`config.mk`:
```
export PLATFORM = sky130hd
export DESIGN_NAME = tmr_host_if
export DESIGN_NICKNAME = d
export VERILOG_FILES = /design/src/rtl/tmr_host_pkg.sv /design/src/rtl/tmr_host_ctrl.sv /design/src/rtl/tmr_host_chan.sv /design/src/rtl/tmr_host_if.sv
export SDC_FILE = /design/constraint.sdc
export NUM_CORES = 1
export LEC_CHECK = 0
export ABC_AREA = 1
export BUFFER_PORTS_ARGS = -buffer_cell sky130_fd_sc_hd__buf_2
export CELL_PAD_IN_SITES_DETAIL_PLACEMENT = 1
export CELL_PAD_IN_SITES_GLOBAL_PLACEMENT = 1
export CORE_AREA = 2 2 142 144
export CTS_BUF_LIST = sky130_fd_sc_hd__clkbuf_8
export CTS_CLUSTER_DIAMETER = 30
export DETAILED_ROUTE_END_ITERATION = 10
export DIE_AREA = 0 0 144 146
export PLACE_DENSITY = 0.89
export SYNTH_ARGS = -nofsm -noshare
export SYNTH_HDL_FRONTEND = slang
export SYNTH_SLANG_ARGS = --single-unit
```
`constraint.sdc`:
```
create_clock -name clk -period 2.1 [get_ports clk]
set_clock_uncertainty 0.2 [all_clocks]
set_input_delay 0 -clock clk [delete_from_list [all_inputs] [get_ports clk]]
set_output_delay 0 -clock clk [all_outputs]
set_load 0.02 [all_outputs]
```
`src/rtl/tmr_host_pkg.sv`:
```
package tmr_host_pkg;
  localparam int BYTE_W = 8;
  localparam int CNT_W  = 2 * BYTE_W;

  typedef struct packed {
    logic              ctrlWr;    // control word with nonzero format
    logic              latchReq;  // control word with format 00
    logic              cntWr;     // byte written to a counter port
    logic              cntRd;     // byte read from a counter port
    logic [1:0]        chan;      // target channel
    logic [BYTE_W-1:0] wrByte;    // bus byte
  } hostOp_t;
endpackage

```
`src/rtl/tmr_host_ctrl.sv`:
```
module tmr_host_ctrl
  import tmr_host_pkg::*;
#(
  parameter int NUM_CH = 3
) (
  input  logic                     clk,
  input  logic                     rstN,
  input  logic                     csN,
  input  logic                     rdN,
  input  logic                     wrN,
  input  logic [1:0]               addr,
  input  logic [BYTE_W-1:0]        dataIn,
  input  logic [NUM_CH*BYTE_W-1:0] rdBytes,
  output hostOp_t                  op,
  output logic [BYTE_W-1:0]        dataOut,
  output logic                     dataOe
);
  localparam logic [1:0] CTRL_ADDR = 2'd3;

  logic rdAct, wrAct, isCtrl, isCnt, wordOk;
  logic [1:0] wordSel;
  logic [BYTE_W-1:0] selByte;

  always_comb begin
    rdAct   = !csN && !rdN && wrN;
    wrAct   = !csN && !wrN && rdN;
    isCtrl  = (addr == CTRL_ADDR);
    isCnt   = (32'(addr) < NUM_CH) && !isCtrl;
    wordSel = dataIn[7:6];
    wordOk  = (32'(wordSel) < NUM_CH);

    op.ctrlWr   = wrAct && isCtrl && wordOk && (dataIn[5:4] != 2'b00);
    op.latchReq = wrAct && isCtrl && wordOk && (dataIn[5:4] == 2'b00);
    op.cntWr    = wrAct && isCnt;
    op.cntRd    = rdAct && isCnt;
    op.chan     = isCtrl ? wordSel : addr;
    op.wrByte   = dataIn;

    selByte = '0;
    for (int i = 0; i < NUM_CH; i++) begin
      if (32'(addr) == i) selByte = rdBytes[i*BYTE_W +: BYTE_W];
    end
    dataOe  = op.cntRd;
    dataOut = dataOe ? selByte : '0;
  end


  op_kind_chk: assert property (@(posedge clk) disable iff (!rstN)
    $onehot0({op.ctrlWr, op.latchReq, op.cntWr, op.cntRd}));
endmodule

```
`src/rtl/tmr_host_chan.sv`:
```
module tmr_host_chan
  import tmr_host_pkg::*;
#(
  parameter int CH_IDX = 0
) (
  input  logic              clk,
  input  logic              rstN,
  input  hostOp_t           op,
  input  logic [CNT_W-1:0]  liveCount,
  output logic [BYTE_W-1:0] rdByte,
  output logic [2:0]        mode,
  output logic              bcd,
  output logic              ctrlStb,
  output logic              firstStb,
  output logic              loadStb,
  output logic [CNT_W-1:0]  loadVal
);
  localparam logic [1:0] FMT_LO   = 2'b01;
  localparam logic [1:0] FMT_HI   = 2'b10;
  localparam logic [1:0] FMT_PAIR = 2'b11;

  logic [1:0]        fmt;
  logic              wrHigh, rdHigh, latched;
  logic [CNT_W-1:0]  latchVal, src;
  logic [BYTE_W-1:0] lowHold;
  logic              hit, anyOp;

  assign hit   = (op.chan == 2'(CH_IDX));
  assign anyOp = hit && (op.ctrlWr || op.latchReq || op.cntWr || op.cntRd);
  assign src   = latched ? latchVal : liveCount;

  always_comb begin
    case (fmt)
      FMT_HI:   rdByte = src[CNT_W-1:BYTE_W];
      FMT_PAIR: rdByte = rdHigh ? src[CNT_W-1:BYTE_W] : src[BYTE_W-1:0];
      default:  rdByte = src[BYTE_W-1:0];
    endcase
  end

  always_ff @(posedge clk) begin
    if (!rstN) begin
      fmt <= FMT_PAIR; mode <= '0; bcd <= 1'b0;
      wrHigh <= 1'b0; rdHigh <= 1'b0; latched <= 1'b0;
      latchVal <= '0; lowHold <= '0; loadVal <= '0;
      ctrlStb <= 1'b0; firstStb <= 1'b0; loadStb <= 1'b0;
    end else begin
      ctrlStb  <= 1'b0;
      firstStb <= 1'b0;
      loadStb  <= 1'b0;
      if (hit && op.ctrlWr) begin
        fmt     <= op.wrByte[5:4];
        mode    <= op.wrByte[3:1];
        bcd     <= op.wrByte[0];
        wrHigh  <= 1'b0;
        rdHigh  <= 1'b0;
        latched <= 1'b0;
        ctrlStb <= 1'b1;
      end else if (hit && op.latchReq && !latched) begin
        latched  <= 1'b1;
        latchVal <= liveCount;
      end else if (hit && op.cntWr) begin
        case (fmt)
          FMT_LO: begin
            loadVal <= {{BYTE_W{1'b0}}, op.wrByte};
            loadStb <= 1'b1;
          end
          FMT_HI: begin
            loadVal <= {op.wrByte, {BYTE_W{1'b0}}};
            loadStb <= 1'b1;
          end
          default: begin
            if (!wrHigh) begin
              lowHold  <= op.wrByte;
              wrHigh   <= 1'b1;
              firstStb <= 1'b1;
            end else begin
              loadVal <= {op.wrByte, lowHold};
              wrHigh  <= 1'b0;
              loadStb <= 1'b1;
            end
          end
        endcase
      end else if (hit && op.cntRd) begin
        if (fmt == FMT_PAIR) begin
          rdHigh <= !rdHigh;
          if (rdHigh) latched <= 1'b0;
        end else begin
          latched <= 1'b0;
        end
      end
    end
  end


  idle_hold_chk: assert property (@(posedge clk) disable iff (!rstN)
    !anyOp |=> ($stable(wrHigh) && $stable(rdHigh) && $stable(latched) && $stable(fmt)));

  ctrl_rearm_chk: assert property (@(posedge clk) disable iff (!rstN)
    ctrlStb |-> (!wrHigh && !rdHigh && !latched));

  hi_only_chk: assert property (@(posedge clk) disable iff (!rstN)
    (loadStb && fmt == FMT_HI) |-> (loadVal[BYTE_W-1:0] == '0));

  load_src_chk: assert property (@(posedge clk) disable iff (!rstN)
    loadStb |-> $past(hit && op.cntWr));

  latch_hold_chk: assert property (@(posedge clk) disable iff (!rstN)
    (latched && hit && op.latchReq) |=> $stable(latchVal));
endmodule

```
`src/rtl/tmr_host_if.sv`:
```
module tmr_host_if
  import tmr_host_pkg::*;
#(
  parameter int NUM_CH = 3
) (
  input  logic                    clk,
  input  logic                    rstN,
  input  logic                    csN,
  input  logic                    rdN,
  input  logic                    wrN,
  input  logic [1:0]              addr,
  input  logic [7:0]              dataIn,
  output logic [7:0]              dataOut,
  output logic                    dataOe,
  input  logic [NUM_CH*16-1:0]    liveCount,
  output logic [NUM_CH*3-1:0]     chMode,
  output logic [NUM_CH-1:0]       chBcd,
  output logic [NUM_CH-1:0]       chCtrlStb,
  output logic [NUM_CH-1:0]       chFirstStb,
  output logic [NUM_CH-1:0]       chLoadStb,
  output logic [NUM_CH*16-1:0]    chLoadVal
);
  hostOp_t op;
  logic [NUM_CH*BYTE_W-1:0] rdBytes;

  tmr_host_ctrl #(.NUM_CH(NUM_CH)) ctrl_i (
    .clk(clk), .rstN(rstN), .csN(csN), .rdN(rdN), .wrN(wrN),
    .addr(addr), .dataIn(dataIn), .rdBytes(rdBytes),
    .op(op), .dataOut(dataOut), .dataOe(dataOe)
  );

  for (genvar g = 0; g < NUM_CH; g++) begin : g_chan
    tmr_host_chan #(.CH_IDX(g)) chan_i (
      .clk(clk), .rstN(rstN), .op(op),
      .liveCount(liveCount[g*CNT_W +: CNT_W]),
      .rdByte(rdBytes[g*BYTE_W +: BYTE_W]),
      .mode(chMode[g*3 +: 3]),
      .bcd(chBcd[g]),
      .ctrlStb(chCtrlStb[g]),
      .firstStb(chFirstStb[g]),
      .loadStb(chLoadStb[g]),
      .loadVal(chLoadVal[g*CNT_W +: CNT_W])
    );
  end
endmodule

```
==> results of run 1 <==
[area by class of cell]
class,instances,area (sq um)
flip-flops and latches,156,3140
clock inverters,15,161
multi-input cells,617,3580
well taps,265,332
repair buffers,290,2230
diodes,4,10.0
inverters,127,499
fillers,2397,9150
clock buffers,17,234
[report_power, final]
part	total, uW	switching, uW	internal (uW)
logic	690	415	275
clock network	2370	1470	898
registers	2980	10.6	2970
total	6030	1890	4140
[repair_timing]
action	CTS	global route
hold buffers	93	1
gates cloned	0	2
gates resized for setup	86	78
buffers inserted	12	16
pin swaps	21	19
endpoints found under the hold margin	152	2
setup endpoints to repair	15	82
[flip-flops by register name (all words and copies together) (netlist names)]
signal                  flops
g_chan.chan_i.rdHigh        3
g_chan.chan_i.fmt           6
g_chan.chan_i.ctrlStb       3
g_chan.chan_i.loadStb       3
g_chan.chan_i.lowHold      24
g_chan.chan_i.latched       3
g_chan.chan_i.mode          9
g_chan.chan_i.wrHigh        3
g_chan.chan_i.firstStb      3
g_chan.chan_i.loadVal      48
g_chan.chan_i.latchVal     48
g_chan.chan_i.bcd           3
[worst max-delay path: stages (launching register included)]
cell        delay, ns
dfxtp_4          0.42
ha_4             0.18
nand2_2          0.08
o21ai_2          0.07
buf_6            0.13
clkinvlp_4       0.17
buf_6            0.16
o22ai_2          0.09
nand2_1          0.13
nand3_2          0.14
nand2_1          0.08
inv_1            0.07
buf_6            0.11
[cell usage after synthesis (9+ instances only)]
master	number	area share
a21oi_1	103	0.072
o21a_1	18	0.019
buf_4	16	0.017
dfxtp_1	156	0.44
nand2_1	152	0.080
nor2_1	53	0.028
o21ai_0	142	0.10
clkbuf_1	34	0.018
o22ai_1	12	0.011
inv_1	119	0.063
ha_1	9	0.016
a211oi_1	16	0.017
nand3_1	48	0.034
buf_2	13	0.0091
a31oi_1	16	0.014
[worst paths after layout]
check / from / slack, ns / cells past startpoint / to
worst min-delay path: csN / 0.04 / 7 / g_chan[2].chan_i.latched
worst min register to register: g_chan[0].chan_i.loadVal[1] / 0.25 / 2 / g_chan[0].chan_i.loadVal[1]
worst max register to register: g_chan[1].chan_i.fmt[0] / 0 / 9 / g_chan[1].chan_i.lowHold[5]
worst max-delay path: g_chan[1].chan_i.fmt[1] / -0.42 / 12 / dataOut[2]
[stage by stage]
step / setup TNS, ns / utilization / total power, uW / setup slack, ns / area (sq um)
6_report: -3.57 / 0.527 / 6030 / -0.422 / 10200
5_1_grt: -4.71 / 0.527 / 6170 / -0.435 / 10200
4_1_cts: -2.24 / 0.508 / 5890 / -0.186 / 9820
3_5_place_dp: -0.0213 / 0.419 / 3490 / -0.0143 / 8090
3_3_place_gp: 0 / 0.419 / 3480 / 0.145 / 8090
2_1_floorplan: 0 / - / 3290 / 0.151 / 7120
[cells in the final DEF, fill, tap and decap left out, types with 4 or more instances in the layout]
| cell type | n |
|---|---|
| inv_4 | 6 |
| inv_6 | 6 |
| inv_8 | 4 |
| o21ai_0 | 133 |
| mux2i_1 | 6 |
| ha_4 | 6 |
| a21oi_1 | 100 |
| nor2_2 | 13 |
| dlygate4sd3_1 | 89 |
| a22oi_1 | 6 |
| nand2_1 | 132 |
| buf_2 | 132 |
| clkbuf_8 | 17 |
| clkinvlp_4 | 4 |
| dfxtp_4 | 5 |
| o21a_1 | 18 |
| nor2_1 | 38 |
| inv_1 | 102 |
| a31oi_1 | 16 |
| o22ai_2 | 9 |
| buf_6 | 14 |
| nand3b_1 | 8 |
| a211oi_1 | 7 |
| nand2_2 | 21 |
| diode_2 | 4 |
| nand2_4 | 4 |
| nand3_2 | 11 |
| dfxtp_1 | 150 |
| o21ai_1 | 8 |
| nor2_4 | 11 |
| nand3_1 | 38 |
| buf_4 | 47 |
| buf_12 | 7 |
| a211oi_2 | 9 |
| inv_2 | 15 |
[layer usage]
| layer | global-route usage | vias up | wire, um |
|---|---|---|---|
| met4 | 0.139 | 0 | 1890 |
| met3 | 0.0523 | 159 | 1740 |
| met2 | 0.473 | 410 | 15900 |
| li1 | - | 3681 | - |
| met5 | 0 | - | 0 |
| met1 | 0.330 | 4091 | 13200 |
[cell families (layout without fill, tap and decap cells)]
family / after synthesis / after routing / share of synthesized area
flip-flops: 156 / 156 / 0.439
multiplexers: 6 / 6 / 0.00843
other: 0 / 4 / 0
adder cells (fa/ha/maj): 9 / 9 / 0.0158
AO/OA/AOI/OAI: 317 / 317 / 0.243
AND/OR/NAND/NOR: 284 / 285 / 0.177
buffers and inverters: 198 / 449 / 0.117
==> results.md, run 1 <==
* I/O pin count at approximately 140
* Clock buffer depth at 2
* Post-Syn Area per Cell at ~7.3 sq um
* Final period util at 1.20
* CTS tree: built
* Rows at 51
* Post-DP HPWL at around 16000 um
* Req. time, crit path at between 1.5 and 2 ns
* Worst hold slack at around 0.041 ns
* Layout cells sized above 1 at 0.292
* Sequential area share after synthesis at 0.439
* Final setup vio count at 28
* Synthesized cell area at between 7000 and 8000 sq um
* Ys Warns at 0
* Max H-tree Level at 4
* DR vias/cell at 5.59
* Count of final hold-check violations at 0
* Die area at about 21000 sq um
* Final #Nets at 1281
* Initial core utilization at 0.368
* Flops & latches, synth at ~160
* Port Buffers at 140
* Worst-skew pair later-pin latency at about 0.50 ns
* Initial DRT Pass Iterations at 6
* Final worst slack at -0.422 ns
* CP arrival at 2.32 ns
* CP Capture Type: output pin
* Post-route DRC at 0
* Synth Flop Type: dfxtp_1
* Syn Nets at between 1000 and 1500
* Average wire per cell in the routed design at around 22 um
* Post-synthesis async set-or-reset flop share at 0
* TritonCTS Buffers at 17
* Core ar. at 19300 sq um
* Slew HR at 0.553
* Crit start category: flop
* RSZ-0062 raised after global routing: true
* Largest net degree at the start of global routing at 99
* Clock Tree Root: clkbuf_8
* MaxCap Viol Count at 0
* Leak at 0.00440 uW
* VDD IR max at about 0.43 mV
* Area grow syn2layout at 43.0%
* Number of flops mapped to enable cells by yosys at 0
* Post-synth cell types at 35
* Grt ovf at 0
* Final Routed Wirelength at 32700 um
* Clock Pin Slew Worst Setup and Hold Paths at ~0.11 ns
* Post-DRT Antenna Nets at 0
* Synthesized instance count at a little under 1000
* Fmax at roughly 400 MHz
* Worst slew pin tran at ~0.67 ns
* Vias in the first global route at roughly 8600
* Via count at approximately 8300
* Global-route wire length before repair at 45700 um
* Final Non-Filler Cells at 1491
* Tot GR Track Use at 0.277
* Setup CP Type: flop to output pin
* First DRT Iteration DRCs at 629
* Chip Width at roughly 140 um
* Status: finished with violations
* Power density cells at ~590 nW/um^2
* Gpl congestion at 0.837
* Chip Height at between 100 and 150 um
* Failing checks: negative setup slack
* Clock sinks at about 160
* Min Clock Period, post-route at between 2 and 3 ns
* Dpl cells at approximately 1300
* Max-slew violations at 0
* Worst-path fanout max at 6
* Initial antenna violation count at 4
* HP Class: input port to flop
Note: power is estimated with default switching activity, not from simulation.
==> inputs of run 2 (changes only) <==
CORE_AREA = 2 2 158 160   (was 2 2 142 144)
DIE_AREA = 0 0 160 162   (was 0 0 144 146)
PLACE_DENSITY = 0.77   (was 0.89)
==> run 2 against run 1 <==
  * The run still ends with negative setup slack left
  * Via count decreased by 11%
  * Largest power group unchanged
  * Critical path depth decreased by 1
  * Highest routed layer unchanged
  * Flip-flop and latch count unchanged
==> results.md, run 2 (synthesized netlist as in run 1, its figures left out) <==
* Vias in the first global route at 7544 (was 8554)
* Req. time, crit path at 1.90 ns (about the same)
* Count of final hold-check violations at 0 (unchanged)
* Post-DRT Antenna Nets at 0 (unchanged)
* CP Capture Type: output pin (unchanged)
* I/O pin count at 141 (unchanged)
* Port Buffers at 140 (unchanged)
* Biggest regs: g_chan.chan_i.latchVal (48), g_chan.chan_i.loadVal (48), g_chan.chan_i.lowHold (24) (unchanged)
* Largest net degree at the start of global routing at 63 (was 99)
* MaxCap Viol Count at 0 (unchanged)
* Area grow syn2layout at 37.2% (was 43.0%)
* VDD IR max at 0.340 mV (was 0.433 mV)
* Clock sinks at 156 (unchanged)
* Tot GR Track Use at 0.190 (was 0.277)
* Final setup vio count at 9 (was 28)
* Crit start category: flop (unchanged)
* Final Power at 5920 uW (was 6030 uW)
* Fmax at 430 MHz (was 397 MHz)
* Failing checks: negative setup slack (unchanged)
* Final worst slack at -0.226 ns (was -0.422 ns)
* Initial core utilization at 0.295 (was 0.368)
* DR vias/cell at 4.85 (was 5.59)
* Max-slew violations at 0 (unchanged)
* Commonest non-fill, non-tap cell in the layout: dfxtp_1 (unchanged)
* Max layer used: met4 (unchanged)
* Final Routed Wirelength at 25400 um (was 32700 um)
* Post-DP HPWL at 16000 um (was 15800 um)
* Final period util at 1.11 (was 1.20)
* CTS tree: built (unchanged)
* Setup tns final at -1.32 ns (was -3.57 ns)
* Met1 WL at 11300 um (was 13200 um)
* Initial DRT Pass Iterations at 5 (was 6)
* Power density cells at 606 nW/um^2 (was 592 nW/um^2)
* Chip Width at 160 um (was 144 um)
* Setup CP Type: flop to output pin (unchanged)
* Post-route DRC at 0 (unchanged)
* Leak at 0.00419 uW (was 0.00440 uW)
* Critical path's top delay family: buffers and inverters (unchanged)
* Clock buffer depth at 2 (unchanged)
* Layout cells sized above 1 at 0.256 (was 0.292)
* Die area at 25900 sq um (was 21000 sq um)
* # diodes at 0 (was 4)
* Routed length on met3 at 766 um (was 1740 um)
* Most frequent cells in the layout: dfxtp_1 (150), nand2_1 (143), o21ai_0 (138) (was dfxtp_1 (150), o21ai_0 (133), nand2_1 (132), buf_2 (132), inv_1 (102))
* DR WL met2 at 12700 um (was 15900 um)
* Core ar. at 24100 sq um (was 19300 sq um)
* Slowest CP cell: dfxtp_4 (unchanged)
* Global-route wire length before repair at 39600 um (was 45700 um)
* Clock Pin Slew Worst Setup and Hold Paths at 0.09 ns (was 0.11 ns)
* Post-layout instance area at 9770 sq um (was 10200 sq um)
* Average wire per cell in the routed design at 16.7 um (was 21.9 um)
* Area post-placement at 8150 sq um (was 8090 sq um)
* Worst-skew pair later-pin latency at 0.48 ns (was 0.50 ns)
* Slew HR at 0.608 (was 0.553)
* Worst hold slack at 0.0538 ns (was 0.0407 ns)
* Via count at 7386 (was 8341)
* Status: finished with violations (unchanged)
* Clock Tree Root: clkbuf_8 (unchanged)
* First DRT Iteration DRCs at 391 (was 629)
* CP arrival at 2.13 ns (was 2.32 ns)
* Rows at 57 (was 51)
* Crit-path max cell delay at 0.39 ns (was 0.42 ns)
* HP Class: input port to flop (unchanged)
* Final #Nets at 1257 (was 1281)
* Grt ovf at 0 (unchanged)
* RSZ-0062 raised after global routing: true (unchanged)
* Initial antenna violation count at 0 (was 4)
* Worst-path cell chain: inv_4 -> ha_4 -> o21ai_4 -> buf_6 -> clkinvlp_4 -> o22ai_2 -> nand2_1 -> nand3_2 -> nand2_1 -> inv_1 -> buf_6 (was ha_4 -> nand2_2 -> o21ai_2 -> buf_6 -> clkinvlp_4 -> buf_6 -> o22ai_2 -> nand2_1 -> nand3_2 -> nand2_1 -> inv_1 -> buf_6)
* Gpl congestion at 0.820 (was 0.837)
* Worst-path fanout max at 6 (unchanged)
* Worst slew pin tran at 0.585 ns (was 0.668 ns)
* Min Clock Period, post-route at 2.33 ns (was 2.52 ns)
* TritonCTS Buffers at 17 (unchanged)
* Chip Height at 162 um (was 146 um)
* Critical path buffers and inverters at 5 (unchanged)
* Max H-tree Level at 4 (unchanged)
==> run 2: cell count changes in the layout (fill, tap and decap cells not counted), sizes merged, moves of 3 or more <==
cell / change
inv: -3
buf: -13
diode: -4
dlygate4sd3: -12
==> run 2: worst register-to-register path: stages, from the launching register on <==
cell and delay (ns):
dfxtp_4 0.38, inv_2 0.04, ha_2 0.31, inv_1 0.06
nor2_1 0.28, nand3_2 0.20, clkinvlp_2 0.23, o21ai_0 0.13
a21oi_1 0.18
==> run 2: metal layers <==
metal | global-route usage | up-vias
li1 | - | 3620
met1 | 0.230 | 3566
met2 | 0.332 | 147
met3 | 0.0378 | 53
met4 | 0.0770 | 0
met5 | 0 | -
==> run 2: through the flow <==
stage | util | setup slack [ns] | cells
after floorplan | - | 0.151 | 970
after global placement | 0.338 | 0.155 | 1397
after detailed placement | 0.338 | 0.0440 | 1397
after CTS | 0.395 | -0.195 | 1509
after global routing | 0.405 | -0.314 | 1522
final | 0.405 | -0.226 | 1522
==> run 2: layout make-up <==
cell class / count / area (sq um)
Tap cell: 324 / 405
Timing Repair inverter: 1 / 5.00
Clock inverter: 14 / 150
Inverter: 127 / 490
Timing Repair Buffer: 264 / 1920
Multi-Input combinational cell: 618 / 3410
Fill cell: 3022 / 14300
Sequential cell: 156 / 3140
Clock buffer: 18 / 248
==> run 2: where the power goes <==
group	internal, uW	leakage (uW)	switching (uW)
clock network	1020	0.000200	1320
logic	260	0.00274	346
registers	2970	0.00126	9.26
==> run 2: final timing paths <==
path                            cells after the start                   startpoint  slack, ns                           to
worst min register to register                      2  g_chan[0].chan_i.loadVal[1]       0.25  g_chan[0].chan_i.loadVal[1]
worst max register to register                      8      g_chan[2].chan_i.fmt[0]       0.03  g_chan[2].chan_i.lowHold[5]
worst min-delay path                                5                      addr[0]       0.05      g_chan[2].chan_i.rdHigh
worst max-delay path                               11      g_chan[1].chan_i.fmt[0]      -0.23                   dataOut[5]
==> run 2: timing repair <==
| item | 4_1_cts | 5_1_grt |
|---|---|---|
| setup endpoints to repair | 8 | 42 |
| buffers inserted | 3 | 11 |
| cloned | 0 | 3 |
| pin swaps | 13 | 19 |
| gates resized for setup | 50 | 54 |
| endpoints found under the hold margin | 149 | 0 |
| hold buffers | 77 | 0 |
